$ cat src/rtl/stat_irq_pkg.sv
package stat_irq_pkg;

  typedef enum logic [0:0] {
    PG_IDLE  = 1'b0,
    PG_ARMED = 1'b1
  } pulse_st_e;

  function automatic int init_cycles(input int sync_stages);
    return sync_stages + 1;
  endfunction

endpackage

$ cat src/rtl/stat_sync.sv
module stat_sync #(
  parameter int W      = 8,
  parameter int STAGES = 2
) (
  input  logic         clk,
  input  logic         rst_n,
  input  logic [W-1:0] d_i,
  output logic [W-1:0] q_o
);

  logic [W-1:0] stg [STAGES];

  generate
    for (genvar s = 0; s < STAGES; s++) begin : g_stage
      if (s == 0) begin : g_first
        always_ff @(posedge clk or negedge rst_n) begin
          if (!rst_n) stg[0] <= '0;
          else        stg[0] <= d_i;
        end
      end else begin : g_next
        always_ff @(posedge clk or negedge rst_n) begin
          if (!rst_n) stg[s] <= '0;
          else        stg[s] <= stg[s-1];
        end
      end
    end
  endgenerate

  assign q_o = stg[STAGES-1];

endmodule

$ cat src/rtl/chg_tracker.sv
module chg_tracker
  import stat_irq_pkg::*;
#(
  parameter int W           = 8,
  parameter int SYNC_STAGES = 2
) (
  input  logic         clk,
  input  logic         rst_n,
  input  logic [W-1:0] stat_s_i,
  input  logic [W-1:0] mask_i,
  input  logic         rd_done_i,
  output logic         pending_o,
  output logic         new_irq_o
);

  localparam int INIT_CYC = init_cycles(SYNC_STAGES);
  localparam int CW       = $clog2(INIT_CYC + 1);

  logic [W-1:0]  snap_q;
  logic [CW-1:0] init_q;
  logic          pend_q;
  logic          in_init;
  logic [W-1:0]  diff_live;
  logic          raise;

  assign in_init   = (init_q != '0);
  assign diff_live = (stat_s_i ^ snap_q) & ~mask_i;
  assign raise     = !in_init && !rd_done_i && (|diff_live);

  always_ff @(posedge clk or negedge rst_n) begin
    if (!rst_n) begin
      init_q <= CW'(INIT_CYC);
      snap_q <= '0;
      pend_q <= 1'b0;
    end else begin
      if (in_init) init_q <= init_q - 1'b1;
      if (in_init || rd_done_i) snap_q <= stat_s_i;
      if (rd_done_i)  pend_q <= 1'b0;
      else if (raise) pend_q <= 1'b1;
    end
  end

  assign pending_o = pend_q;
  assign new_irq_o = raise && !pend_q;

  a_r4_clear_on_read: assert property (@(posedge clk) disable iff (!rst_n)
    rd_done_i |=> !pending_o);

  a_r2_sticky: assert property (@(posedge clk) disable iff (!rst_n)
    (pending_o && !rd_done_i) |=> pending_o);

  a_r8_quiet_init: assert property (@(posedge clk) disable iff (!rst_n)
    in_init |=> !$rose(pending_o));

endmodule

$ cat src/rtl/mdio_pulse_gen.sv
module mdio_pulse_gen
  import stat_irq_pkg::*;
(
  input  logic clk,
  input  logic rst_n,
  input  logic new_irq_i,
  input  logic clr_i,
  input  logic bus_idle_i,
  output logic pulse_o
);

  pulse_st_e st_q;
  logic      pulse_q;

  always_ff @(posedge clk or negedge rst_n) begin
    if (!rst_n) begin
      st_q    <= PG_IDLE;
      pulse_q <= 1'b0;
    end else begin
      pulse_q <= 1'b0;
      case (st_q)
        PG_IDLE: if (new_irq_i) st_q <= PG_ARMED;
        PG_ARMED: begin
          if (clr_i) begin
            st_q <= PG_IDLE;
          end else if (bus_idle_i) begin
            pulse_q <= 1'b1;
            st_q    <= PG_IDLE;
          end
        end
        default: st_q <= PG_IDLE;
      endcase
    end
  end

  assign pulse_o = pulse_q;

  a_r7_one_cycle: assert property (@(posedge clk) disable iff (!rst_n)
    pulse_o |=> !pulse_o);

  a_r7_idle_only: assert property (@(posedge clk) disable iff (!rst_n)
    $rose(pulse_o) |-> $past(bus_idle_i));

endmodule

$ cat src/rtl/stat_irq_gen.sv
module stat_irq_gen #(
  parameter int STAT_W      = 8,
  parameter int SYNC_STAGES = 2
) (
  input  logic              clk,
  input  logic              rst_n,
  input  logic [STAT_W-1:0] stat_i,
  input  logic [STAT_W-1:0] mask_i,
  input  logic              rd_done_i,
  input  logic              bus_idle_i,
  output logic              irq_n_o,
  output logic              int_bit_o,
  output logic              mdio_pulse_o
);

  logic [STAT_W-1:0] stat_s;
  logic              pending;
  logic              new_irq;

  stat_sync #(.W(STAT_W), .STAGES(SYNC_STAGES)) u_sync (
    .clk   (clk),
    .rst_n (rst_n),
    .d_i   (stat_i),
    .q_o   (stat_s)
  );

  chg_tracker #(.W(STAT_W), .SYNC_STAGES(SYNC_STAGES)) u_trk (
    .clk       (clk),
    .rst_n     (rst_n),
    .stat_s_i  (stat_s),
    .mask_i    (mask_i),
    .rd_done_i (rd_done_i),
    .pending_o (pending),
    .new_irq_o (new_irq)
  );

  mdio_pulse_gen u_pls (
    .clk        (clk),
    .rst_n      (rst_n),
    .new_irq_i  (new_irq),
    .clr_i      (rd_done_i),
    .bus_idle_i (bus_idle_i),
    .pulse_o    (mdio_pulse_o)
  );

  assign int_bit_o = pending;
  assign irq_n_o   = ~pending;

  a_r7_pulse_with_int: assert property (@(posedge clk) disable iff (!rst_n)
    mdio_pulse_o |-> int_bit_o);

  a_r6_pin_polarity: assert property (@(posedge clk) disable iff (!rst_n)
    $fell(irq_n_o) |-> $rose(int_bit_o));

endmodule

$ cat config.mk
export PLATFORM = sky130hd
export DESIGN_NAME = stat_irq_gen
export DESIGN_NICKNAME = d
export VERILOG_FILES = /design/src/rtl/stat_irq_pkg.sv /design/src/rtl/stat_sync.sv /design/src/rtl/chg_tracker.sv /design/src/rtl/mdio_pulse_gen.sv /design/src/rtl/stat_irq_gen.sv
export SDC_FILE = /design/constraint.sdc
export NUM_CORES = 1
export LEC_CHECK = 0
export BUFFER_PORTS_ARGS = -buffer_cell sky130_fd_sc_hd__buf_2
export CAP_MARGIN = 20
export CELL_PAD_IN_SITES_DETAIL_PLACEMENT = 2
export CELL_PAD_IN_SITES_GLOBAL_PLACEMENT = 2
export CORE_AREA = 3 3 61 63
export DETAILED_ROUTE_END_ITERATION = 16
export DIE_AREA = 0 0 64 66
export GPL_ROUTABILITY_DRIVEN = 0
export PLACE_DENSITY = 0.66
export SETUP_SLACK_MARGIN = 0.1
export SLEW_MARGIN = 5
export SYNTH_ARGS = -nofsm -noshare
export SYNTH_HDL_FRONTEND = slang
export SYNTH_SLANG_ARGS = --single-unit
$ cat constraint.sdc
create_clock -name clk -period 1.6 [get_ports clk]
set_clock_uncertainty 0.05 [all_clocks]
set_input_delay 0.24 -clock clk [delete_from_list [all_inputs] [get_ports clk]]
set_output_delay 0.24 -clock clk [all_outputs]
set_load 0.005 [all_outputs]
==> summary.md <==
| Metric | Value |
|---|---|
| Seq cells post-synth | `29` |
| Unrepaired setup endpoints after global routing | `true` |
| Ports | `23` |
| Nets | `approximately 130` |
| Post-Syn Area per Cell | `about 16 sq um` |
| CP startpoint kind | `flip-flop` |
| YS warnings | `0` |
| Synth Cell Area | `1010 sq um` |
| Leakage | `0.000642 uW` |
| Setup CP Type | `flip-flop to flip-flop` |
| Clock Latency Late Sink | `0.33 ns` |
| Longest Clk Path Bufs | `2` |
| Htree depth | `2` |
| Peak supply drop | `around 520 uV` |
| Sequential area share after synthesis | `71.8%` |
| Worst-path fanout max | `5` |
| Clock sink count | `29` |
| Cell accounting for the most synthesized area | `dfrtp_1` |
| Total grt overflow | `0` |
| Die Wd | `between 60 and 70 um` |
| Half-perimeter wire length after placement | `between 1 and 1.5 mm` |
| Clock transition at path regs | `roughly 0.090 ns` |
| Hold Vio Cnt, Final | `0` |
| Initial DRC count | `10` |
| GRT met1 Usage | `~12%` |
| Crit path time final | `about 1.4 ns` |
| Vias in the first global route | `741` |
| WL final | `approximately 2.0 mm` |
| Crit path required time | `between 1.5 and 2 ns` |
| Hold WC Path Type | `primary input to flip-flop` |
| Via/cell ratio | `4.23` |
| Post-Route Setup TNS | `0 ns` |
| Crit path arrival time | `~1.6 ns` |
| Syn Inst Count | `64` |
| Worst setup EP type | `flip-flop` |
| Fmax | `698 MHz` |
| Final setup violation count | `0` |
| Core area | `around 3300 sq um` |
| Remaining DRCs | `0` |
| Yosys top cell area share | `about two thirds` |
| Non-filler instance count after layout | `152` |
| Slew HR | `58.2%` |
| Met2 Usage GRT | `18.8%` |
| Antenna Cells | `0` |
| PortBufs | `22` |
| Total CTS buffers | `5` |
| Period utilization | `between 80% and 90%` |
| Clk root buf | `clkbuf_4` |
| Most common cell after layout, fill and taps aside | `dfrtp_1` |
| M3 GR Usage | `~4.4%` |
| Via count | `around 640` |
| First-pass GRT wire length | `approximately 3.5 mm` |
| Synth area leaders | `dfrtp_1, xnor2_1, dfstp_2, mux2_1, mux2_2` |
| Status | `complete, no violations` |
| Layout cells sized above 1 | `a little over two fifths` |
| Worst-margin pin slew | `between 0.6 and 0.7 ns` |
| Tot GR Track Use | `between 10 and 15%` |
| Initial Util | `between 30% and 40%` |
| Netlist cell types | `15` |
| Antenna viol nets, final | `0` |
| CTS tree | `done` |
| Die Height | `around 66 um` |
| Largest net degree at the start of global routing | `30` |
| Die area | `roughly 4200 sq um` |
| Row Count | `21` |
| Area growth syn-to-layout | `37.5%` |
| Grt peak-use layer | `met2` |
| Power Dens Cells | `roughly 1000 nW/um^2` |
| Commonest non-fill, non-tap cells in the layout | `dfrtp_1, buf_2, xnor2_1, dlygate4sd3_1, clkbuf_4` |
| Pins Over Slew Limit | `0` |
| Number of max-cap violations | `0` |
| Cells after DPL | `about 130` |
| Mapped Nets | `85` |
| Drt wl/cell | `approximately 13 um` |
| First-pass DRT Iterations | `3` |
| Initial antenna violation count | `0` |
==> metal layers <==
metal	part of all wire, %	wire length [um]
met1	39	756
met2	53	1040
met3	5.3	104
met4	3.1	61
met5	0	0
==> worst max-delay path, stage by stage, from the launching register on <==
cell and delay, ns:
dfstp_2 0.55, inv_2 0.05, ha_4 0.16, nand2b_4 0.08, buf_6 0.12, mux2_2 0.33
==> metrics by stage <==
stage               setup WS [ns]  power (uW)  cell area [sq um]  utilization, %  hold WS (ns)
finish                      0.167        1460               1400            42.5        0.0517
global route               0.0686        1540               1400            42.5        0.0382
CTS                         0.122        1490               1390            42.2        0.0339
detailed placement         0.0528         958               1200            36.5         0.253
global placement            0.119         950               1200            36.5         0.240
floorplan                   0.111         891               1020               -        -0.106
==> cells in the mapped netlist <==
cell type and count:
o41ai_2 1, xnor2_1 9, o32ai_1 1, mux2i_1 1
o21ai_1 1, nand2b_1 2, o22ai_1 4, nor2_1 1
mux2_1 4, buf_2 1, dfstp_2 2, dfrtp_1 27
mux2_2 4, inv_1 5, ha_1 1
==> kinds of logic (layout without fill, tap and decap cells) <==
kind of cell | Yosys count | after routing | share of synthesized area (%)
compound gates | 7 | 7 | 5.43
mux | 9 | 9 | 9.86
fa+ha+maj | 1 | 1 | 1.23
simple gates | 3 | 3 | 1.60
xor+xnor | 9 | 9 | 7.77
flops | 29 | 29 | 71.8
buf+inv | 6 | 48 | 2.34
==> final cells by class <==
| class | count | area, sq um |
|---|---|---|
| Tap cell | 46 | 57.6 |
| Clock inverter | 1 | 5.00 |
| Fill cell | 341 | 1890 |
| Clock buffer | 7 | 65.1 |
| Sequential cell | 29 | 728 |
| Inverter | 5 | 18.8 |
| Multi-Input combinational cell | 29 | 283 |
| Timing Repair Buffer | 35 | 238 |
==> path summary, 6_finish.rpt <==
path                                      start              end  slack [ns]  depth (start not counted)
worst max-delay path            u_trk.init_q[0]  u_trk.snap_q[2]        0.17                          5
worst min-delay path                 bus_idle_i       u_pls.st_q        0.05                          2
worst max register to register  u_trk.init_q[0]  u_trk.snap_q[2]        0.17                          5
worst min register to register    u_sync.stg[8]    u_sync.q_o[0]        0.31                          0
max in group asynchronous                 rst_n    u_sync.stg[8]        0.68                          2
min in group asynchronous                 rst_n   u_sync.stg[12]        0.41                          2
==> what timing repair did <==
action / 4_1_cts / 5_1_grt
hold buffers: 9 / 0
endpoints found under the setup margin: 8 / 7
buffers inserted: 1 / 0
cloned: 0 / 0
endpoints found under the hold margin: 35 / 0
resized for setup: 4 / 3
==> power by group <==
group | total [uW] | internal (uW) | switching, uW
combinational | 150 | 89.3 | 61.1
sequential | 809 | 781 | 28.2
clock | 502 | 254 | 248
total | 1460 | 1120 | 337
==> registers in the layout, indices dropped and copies added (netlist names) <==
name             cells
u_sync.q_o           8
u_trk.pending_o      1
u_pls.pulse_o        1
u_trk.snap_q         8
u_trk.init_q         2
u_pls.st_q           1
u_sync.stg           8
(Power assumes the default switching activity.)
